===== src/rtl/qmix_pkg.sv =====
package qmix_pkg;

    localparam int LANES = 4;

    typedef enum logic [1:0] {
        COEF_ZERO = 2'd0,
        COEF_POS  = 2'd1,
        COEF_NEG  = 2'd2
    } coef_t;

    function automatic coef_t cos_coef(input int phase);
        unique case (phase % 4)
            0:       return COEF_POS;
            2:       return COEF_NEG;
            default: return COEF_ZERO;
        endcase
    endfunction

    function automatic coef_t sin_coef(input int phase);
        unique case (phase % 4)
            1:       return COEF_POS;
            3:       return COEF_NEG;
            default: return COEF_ZERO;
        endcase
    endfunction

endpackage


===== src/rtl/qmix_lane.sv =====
module qmix_lane
    import qmix_pkg::*;
#(
    parameter int    SAMPLE_W = 12,
    parameter coef_t COEF     = COEF_POS
) (
    input  logic                clk,
    input  logic                rst_n,
    input  logic                load,
    input  logic [SAMPLE_W-1:0] din,
    output logic [SAMPLE_W:0]   dout
);

    localparam int OUT_W = SAMPLE_W + 1;

    logic [OUT_W-1:0] ext;
    logic [OUT_W-1:0] nxt;

    always_comb begin
        ext = {din[SAMPLE_W-1], din};
        if (COEF == COEF_NEG) begin
            nxt = ~ext + OUT_W'(1);
        end else begin
            nxt = ext;
        end
    end

    always_ff @(posedge clk or negedge rst_n) begin
        if (!rst_n) begin
            dout <= '0;
        end else if (load) begin
            dout <= nxt;
        end
    end

    generate
        if (COEF == COEF_NEG) begin : g_chk_neg
            // negated lane, widened so no overflow
            assert_negate_R4: assert property (@(posedge clk) disable iff (!rst_n)
                load |=> ($signed(dout) == -$signed($past(din))));
        end else begin : g_chk_pos
            // pass-through lane
            assert_pass_R3: assert property (@(posedge clk) disable iff (!rst_n)
                load |=> ($signed(dout) == $signed($past(din))));
        end
    endgenerate

    // invalid cycles leave the lane alone
    assert_hold_R8: assert property (@(posedge clk) disable iff (!rst_n)
        !load |=> $stable(dout));

endmodule


===== src/rtl/qmix_valid_stage.sv =====
module qmix_valid_stage (
    input  logic clk,
    input  logic rst_n,
    input  logic vin,
    output logic vout
);

    always_ff @(posedge clk or negedge rst_n) begin
        if (!rst_n) begin
            vout <= 1'b0;
        end else begin
            vout <= vin;
        end
    end

    // flag delayed by exactly one cycle
    assert_valid_follow_R2: assert property (@(posedge clk) disable iff (!rst_n)
        vin |=> vout);
    assert_valid_drop_R2: assert property (@(posedge clk) disable iff (!rst_n)
        !vin |=> !vout);

endmodule


===== src/rtl/quarter_rate_mixer.sv =====
module quarter_rate_mixer
    import qmix_pkg::*;
#(
    parameter int SAMPLE_W = 12
) (
    input  logic                           clk,
    input  logic                           rst_n,
    input  logic                           in_valid,
    input  logic [LANES*SAMPLE_W-1:0]      in_samples,
    output logic                           out_valid,
    output logic [LANES*(SAMPLE_W+1)-1:0]  out_i,
    output logic [LANES*(SAMPLE_W+1)-1:0]  out_q
);

    localparam int OUT_W = SAMPLE_W + 1;

    qmix_valid_stage u_valid (
        .clk   (clk),
        .rst_n (rst_n),
        .vin   (in_valid),
        .vout  (out_valid)
    );

    generate
        for (genvar k = 0; k < LANES; k++) begin : g_lane
            localparam coef_t CI = cos_coef(k);
            localparam coef_t CQ = sin_coef(k);

            if (CI != COEF_ZERO) begin : g_i
                qmix_lane #(.SAMPLE_W(SAMPLE_W), .COEF(CI)) u_i (
                    .clk   (clk),
                    .rst_n (rst_n),
                    .load  (in_valid),
                    .din   (in_samples[k*SAMPLE_W +: SAMPLE_W]),
                    .dout  (out_i[k*OUT_W +: OUT_W])
                );
            end else begin : g_i0
                // known-zero in-phase position
                assign out_i[k*OUT_W +: OUT_W] = '0;
            end

            if (CQ != COEF_ZERO) begin : g_q
                qmix_lane #(.SAMPLE_W(SAMPLE_W), .COEF(CQ)) u_q (
                    .clk   (clk),
                    .rst_n (rst_n),
                    .load  (in_valid),
                    .din   (in_samples[k*SAMPLE_W +: SAMPLE_W]),
                    .dout  (out_q[k*OUT_W +: OUT_W])
                );
            end else begin : g_q0
                // known-zero quadrature position
                assign out_q[k*OUT_W +: OUT_W] = '0;
            end
        end
    endgenerate

endmodule


===== config.mk =====
export PLATFORM = sky130hd
export DESIGN_NAME = quarter_rate_mixer
export DESIGN_NICKNAME = d
export VERILOG_FILES = /design/src/rtl/qmix_pkg.sv /design/src/rtl/qmix_lane.sv /design/src/rtl/qmix_valid_stage.sv /design/src/rtl/quarter_rate_mixer.sv
export SDC_FILE = /design/constraint.sdc
export NUM_CORES = 1
export LEC_CHECK = 0
export BUFFER_PORTS_ARGS = -buffer_cell sky130_fd_sc_hd__buf_4
export CELL_PAD_IN_SITES_DETAIL_PLACEMENT = 1
export CELL_PAD_IN_SITES_GLOBAL_PLACEMENT = 1
export CORE_AREA = 2 2 102 84
export DETAILED_ROUTE_END_ITERATION = 16
export DIE_AREA = 0 0 104 86
export HOLD_SLACK_MARGIN = 0.03
export MAX_ROUTING_LAYER = met4
export PLACE_DENSITY_LB_ADDON = 0.1
export SLEW_MARGIN = 20
export SYNTH_ARGS = -nofsm -noshare
export SYNTH_HDL_FRONTEND = slang
export SYNTH_SLANG_ARGS = --single-unit

===== constraint.sdc =====
create_clock -name clk -period 1 [get_ports clk]
set_input_delay 0.1 -clock clk [delete_from_list [all_inputs] [get_ports clk]]
set_output_delay 0.1 -clock clk [all_outputs]
set_load 0.005 [all_outputs]

---- Word level (Yosys, flattened, before mapping) ----
Index checks and enable logic that the tools add are counted.
cells by class
  $add $sub $neg .......................... 2
  bitwise gates (word level) .............. 2
operators with widths
  cell                   number
  $add 13x1->13 const B  2
  $not 13->13            2
storage, ports and cells
  register bits ........................... 51
  input port bits ......................... 51
  output and inout port bits .............. 105
  logic and storage cells ................. 9

---- Logic depth before layout (Yosys ltp) ----
Gate-level depths: netlist of the first run.
  depth in word-level cells ............... 2
  gate-level depth with buffers ........... 6
  gate-level depth less buffers ........... 6

---- Hierarchy ----
Synthesis of the first run repeated with hierarchy kept, for this count alone.
second synthesis, totals
  cells, all modules ...................... 222
  area, all modules ....................... 2839.0 um^2
modules (own cells, without submodules)
  module                             times used  cells an instance  area each (um^2)
  qmix_lane (g_lane[2].g_i.u_i ...)  2           58                 718.2
  qmix_lane (g_lane[0].g_i.u_i ...)  2           26                 491.7
  quarter_rate_mixer                 1           53                 394.1
  qmix_valid_stage                   1           1                  25.0

---- Worst setup path before layout of the first run ----
Ideal clock, no wire load.
  kind .................................... input to register
  from .................................... input in_samples[24]
  to ...................................... register g_lane[2].g_i.u_i.dout[10]
  library setup time ...................... 0.125 ns
  data arrival time ....................... 1.328 ns
  required time ........................... 0.875 ns
  setup slack ............................. -0.453 ns
  stages on the path ...................... 6
  path buffers ............................ 0
  path through ............................ inv_1 ha_1 or4b_4 nor3_1 xnor2_1 mux2_2
on the way
  word-level cells in the longest chain between the ends .. 2
ends and longest elaborated chain
  item                  line                     text
  start, declared       quarter_rate_mixer.sv:9  input logic [LANES*SAMPLE_W-1:0] in_samples,
  $not 13->13           qmix_lane.sv:22          nxt = ~ext + OUT_W'(1);
  $add 13x1->13         qmix_lane.sv:22
  end signal, assigned  qmix_lane.sv:32          dout <= nxt;
  end, declared         qmix_lane.sv:11          output logic [SAMPLE_W:0] dout
No other way between the ends.
A chain may end at the register's enable or synchronous reset.

---- Final worst setup path of the first run ----
  from .................................... input in_samples[24]
  to ...................................... register g_lane[2].g_i.u_i.dout[8]
Same word-level chain as after synthesis.

==> flow_summary.json, run 1 <==
{
  "ys_types": 27,
  "critPathBufInv": 2,
  "drive_gt1_share_pct": 54.7,
  "period_share_pct": 123,
  "synth_area_per_cell_um2": 12.1,
  "fin_skew_ns": 0,
  "setup_slack_ns": -0.228,
  "yosys_warnings": 0,
  "clock_path_buffers": 2,
  "fin_nets": 440,
  "stdcell_area_um2": 4220,
  "grt_pass1_wl_um": 11100,
  "crit_family": "simple AND/OR/NAND/NOR gates",
  "first_global_vias": 2252,
  "drt_iter0_markers": 38,
  "routed_wirelength_um": 6910,
  "die-height_um": 86,
  "ios": 156,
  "place_ws_ns": -0.587,
  "power_mw": 4.93,
  "dp.cells": 457,
  "power_leakage_nw": 2.00,
  "grt_max_degree": 34,
  "layout_common_cells": "125 x buf_4, 52 x conb_1, 51 x dfrtp_1",
  "crit_required_ns": 1.19,
  "critPathMaxFanout": 4,
  "violations": "negative setup slack",
  "remaining_drc_errors": 0,
  "ys_seq_area_share_pct": 46.9,
  "status": "finished with violations",
  "cts_buffers": 5,
  "ys_ff_latch": 51,
  "clk_pin_slew_worst_paths_ns": 0.09,
  "gp_congestion": 0.814,
  "cp_slowest_stage_delay_ns": 0.52,
  "max-vdd-ir-drop_v": 0.000607,
  "grt_use_total_pct": 16.0,
  "setup_violations": 9,
  "end_kind": "flop",
  "tns_ns": -1.47,
  "placed_area_um2": 3730,
  "max-cap-violations": 0,
  "viasPerCell": 4.19,
  "cts_tree": "built",
  "clk_latency_ns": 0.30,
  "crit_path_start_kind": "primary input",
  "grt-ovfl-total": 0,
  "cts.sinks": 51,
  "cts_root_buf": "clkbuf_8",
  "netlist_area_um2": 2720,
  "wl_per_cell_um": 14.0,
  "path_cells": "buf_12 -> inv_12 -> ha_4 -> or4b_4 -> nor4_4 -> xnor2_1 -> mux2_4",
  "crit_type": "in2reg",
  "period_minus_slack_ns": 1.23,
  "hold_ws_ns": 0.0662,
  "hp-class": "in2reg",
  "finalHoldViolations": 0,
  "place.detailed.hpwl_um": 5070,
  "die_w_um": 104,
  "worstPathArrival_ns": 1.42,
  "vias": 2070,
  "final_cells": 494,
  "coreArea_um2": 7840,
  "slowest_stage": "or4b_4",
  "firstDrtPassIters": 4,
  "grt_setup_unrepaired": "true",
  "fmax_mhz": 815,
  "slew_viol_final": 0,
  "area_growth_pct": 55.3,
  "final_util_pct": 53.9,
  "antennaDiodeCount": 0,
  "dieArea_um2": 8940,
  "core.rowCount": 29,
  "power_density_nw_per_um2": 1170,
  "htreeDepth": 2,
  "syn_inst": 225,
  "grt_antenna_before_repair": 0,
  "portBuffers": 103,
  "ant_nets": 0,
  "final_common_cell": "buf_4",
  "start_util_pct": 34.7
}
==> area by class of cell <==
class                   count  area (um^2)
clock buffers               6         82.6
clock inverters             1         5.00
fillers                   868         3610
inverters                   8         47.5
multi-input cells         157         1300
flip-flops and latches     51         1280
well taps                 108          135
repair buffers            163         1380
==> final timing paths <==
kind / startpoint / endpoint / slack, ns / depth (start not counted)
setup / recovery: in_samples[24] / g_lane[2].g_i.u_i.dout[8] / -0.23 / 7
hold / removal: in_samples[36] / g_lane[3].g_q.u_q.dout[0] / 0.07 / 2
setup reg to reg: g_lane[2].g_i.u_i.dout[11] / g_lane[2].g_i.u_i.dout[11] / 0.21 / 1
hold reg to reg: g_lane[2].g_i.u_i.dout[0] / g_lane[2].g_i.u_i.dout[0] / 0.52 / 1
max in group asynchronous: rst_n / g_lane[1].g_q.u_q.dout[7] / 0.47 / 3
min in group asynchronous: rst_n / g_lane[2].g_i.u_i.dout[7] / 0.15 / 2
==> report_power, final <==
group / switching, mW / internal [mW]
Combinational: 0.498 / 0.824
Sequential: 0.125 / 2.28
Clock: 0.659 / 0.545
==> cells in the mapped netlist <==
cell type / instances / area (um^2)
a41oi_1: 1 / 8.76
buf_1: 1 / 3.75
buf_4: 54 / 405
clkbuf_1: 5 / 18.8
conb_1: 1 / 3.75
dfrtp_1: 51 / 1280
ha_1: 3 / 37.5
inv_1: 8 / 30.0
mux2_2: 47 / 529
nand2_1: 2 / 7.51
nand2b_1: 1 / 6.26
nand3_1: 4 / 20.0
nand3b_1: 1 / 7.51
nand4_1: 1 / 6.26
nand4b_1: 2 / 17.5
nor2_1: 6 / 22.5
nor3_1: 5 / 25.0
nor4_1: 3 / 18.8
nor4_4: 2 / 42.5
o21ai_0: 2 / 10.0
o22ai_1: 1 / 6.26
o31ai_1: 2 / 15.0
or2_2: 1 / 6.26
or4_4: 2 / 22.5
or4b_4: 1 / 13.8
xnor2_1: 10 / 87.6
xor2_1: 8 / 70.1
==> timing repair <==
item	CTS	global route
buffers inserted	1	4
gates resized for setup	20	7
hold buffers	25	0
hold endpoints to repair	75	0
pin swaps	10	8
setup endpoints to repair	9	10
cloned	0	0
==> sequential cells by signal, indices dropped and copies added, names as in the netlist <==
register,count
g_lane.g_i.u_i.dout,25
g_lane.g_q.u_q.dout,25
u_valid.vout,1
==> per-layer routing <==
| metal | global-route usage [%] | part of all wire [%] | up-vias |
|---|---|---|---|
| li1 | - | - | 974 |
| met1 | 19.7 | 43 | 1013 |
| met2 | 26.8 | 51 | 79 |
| met3 | 3.95 | 5.7 | 4 |
| met4 | 3.69 | 0.42 | 0 |
| met5 | - | 0 | - |
==> logic make-up after synthesis <==
| kind of cell | synth area share (%) |
|---|---|
| XOR/XNOR | 5.80 |
| other | 0.138 |
| AND/OR/NAND/NOR | 7.96 |
| AO/OA/AOI/OAI | 1.47 |
| flip-flops | 46.9 |
| multiplexers | 19.5 |
| adder cells (fa/ha/maj) | 1.38 |
| buffers and inverters | 16.8 |
(Power assumes the default switching activity.)
==> run 2: changes to the inputs <==
clock period = 1.6 ns   (was 1 ns; I/O delays follow)
==> run 2 against run 1 <==
The run now ends clean. Utilization decreased by 7.9 points. Clock power decreased by 13%. Sequential share of layout area increased by 5.2 points. Global-route usage decreased by 2.0 points. First-iteration DRC count decreased by 21%. Largest power group unchanged.
==> flow_summary.json, run 2 (synthesis gave the netlist of run 1 again) <==
{
  "crit_required_ns": 1.78,
  "worstPathArrival_ns": 1.53,
  "grt_max_degree": 52,
  "post_cts_buffers": 0,
  "final_cells": 444,
  "dp.cells": 435,
  "hold_ws_ns": 0.0849,
  "switchingPower_uw": 756,
  "grt_antenna_before_repair": 0,
  "firstDrtPassIters": 2,
  "ctsHoldBuffers": 1,
  "coreArea_um2": 7840,
  "htreeDepth": 2,
  "core.rowCount": 29,
  "ios": 156,
  "die_w_um": 104,
  "antennaDiodeCount": 0,
  "hold_path_depth": 2,
  "cts_buffers": 5,
  "crit_path_start_kind": "primary input",
  "gp_congestion": 0.774,
  "cts_root_buf": "clkbuf_8",
  "hp-class": "in2reg",
  "slew_headroom_pct": 55.7,
  "fmax_mhz": 745,
  "start_util_pct": 34.7,
  "worst_pin_slew_ns": 0.665,
  "cts_resized": 0,
  "slew_viol_final": 0,
  "ant_nets": 0,
  "status": "finished, final reports clean",
  "p_sw_share_pct": 23.6,
  "fin_skew_ns": 0,
  "drive_gt1_share_pct": 50.9,
  "clk_latency_ns": 0.30,
  "die-height_um": 86,
  "power_density_nw_per_um2": 889,
  "area_growth_pct": 32.6,
  "power_mw": 3.21,
  "routed_wirelength_um": 5960,
  "setup_violations": 0,
  "cts.sinks": 51,
  "vias": 1853,
  "period_minus_slack_ns": 1.34,
  "viasPerCell": 4.17,
  "slowest_stage": "or4b_4",
  "layout_common_cells": "110 x buf_4, 52 x conb_1, 51 x dfrtp_1",
  "first_global_vias": 1893,
  "fin_nets": 389,
  "end_kind": "flop",
  "finalHoldViolations": 0,
  "grt-ovfl-total": 0,
  "drt_iter0_markers": 30,
  "max-vdd-ir-drop_v": 0.000402,
  "grt_use_total_pct": 14.0,
  "intPower_mw": 2.45,
  "max-cap-violations": 0,
  "clk_pin_slew_worst_paths_ns": 0.09,
  "worstRegToRegCells": 1,
  "grt_setup_unrepaired": "false",
  "critPathMaxFanout": 4,
  "tns_ns": 0,
  "clkPwrFrac_pct": 32.6,
  "cp_slowest_stage_delay_ns": 0.51,
  "final_common_cell": "buf_4",
  "comb_power_share_pct": 20.9,
  "period_share_pct": 83.9,
  "grt_pass1_wl_um": 9670,
  "clock_path_buffers": 2,
  "reg_top3": "g_lane.g_i.u_i.dout x25, g_lane.g_q.u_q.dout x25, u_valid.vout x1",
  "power_leakage_nw": 1.71,
  "place.detailed.hpwl_um": 4640,
  "wl_per_cell_um": 13.4,
  "crit_type": "in2reg",
  "cts_tree": "built",
  "portBuffers": 103,
  "dieArea_um2": 8940,
  "path_cells": "buf_4 -> inv_1 -> ha_1 -> or4b_4 -> nor3_1 -> xnor2_1 -> mux2_2",
  "remaining_drc_errors": 0,
  "power_frac_seq_pct": 46.6
}
-- run 2: cell types whose count changed in the layout (fill, tap and decap cells not counted), sizes merged --
cell / change
buf: -27
bufinv: +2
clkinv: -1
dlygate4sd3: -24
-- run 2: layer usage --
metal | GRT usage [%] | share of wire, %
met2 | 20.8 | 45
met4 | 3.32 | 0.40
met1 | 18.3 | 46
met3 | 5.09 | 8.5
met5 | - | 0
-- run 2: path summary, 6_finish.rpt --
kind	start	end	slack, ns
worst min-delay path	in_samples[22]	g_lane[1].g_q.u_q.dout[10]	0.08
worst max-delay path	in_samples[24]	g_lane[2].g_i.u_i.dout[10]	0.26
max in group asynchronous	rst_n	g_lane[3].g_q.u_q.dout[10]	0.72
worst min register to register	g_lane[2].g_i.u_i.dout[10]	g_lane[2].g_i.u_i.dout[10]	0.51
worst max register to register	g_lane[0].g_i.u_i.dout[11]	g_lane[0].g_i.u_i.dout[11]	0.81
min in group asynchronous	rst_n	g_lane[3].g_q.u_q.dout[5]	0.42
-- run 2: cell type report --
cell class / count / area (um^2)
clock inverters: 2 / 60.1
flip-flops and latches: 51 / 1280
inverters: 8 / 30.0
clock buffers: 6 / 72.6
well taps: 108 / 135
repair buffers: 112 / 856
multi-input cells: 157 / 1180
fillers: 890 / 4230
-- run 2: critical path: cells and delay by family --
family / cells / cell delay, ns
and+or+nand+nor: 2 / 0.70
adders and majority gates: 1 / 0.16
xor gates and xnor gates: 1 / 0.08
buffers and inverters: 2 / 0.17
muxes: 1 / 0.25
-- run 2: per-stage QoR --
step | area, um^2 | util, % | worst slack [ns]
3_5_place_dp | 3460 | 44.2 | -0.0643
3_3_place_gp | 3460 | 44.2 | -0.0423
4_1_cts | 3610 | 46.0 | 0.252
5_1_grt | 3610 | 46.0 | 0.199
2_1_floorplan | 2910 | - | 0.0869
6_report | 3610 | 46.0 | 0.257
-- run 2: power by group through the flow --
| stage | Clock, mW | Sequential [mW] | Combinational (mW) |
|---|---|---|---|
| 3_5_place_dp | 0 | 1.52 | 0.680 |
| 4_1_cts | 1.09 | 1.50 | 0.683 |
| 3_3_place_gp | 0 | 1.52 | 0.673 |
| 2_1_floorplan | 0 | 1.53 | 0.335 |
| 6_report | 1.04 | 1.49 | 0.670 |
| 5_1_grt | 1.15 | 1.52 | 0.741 |
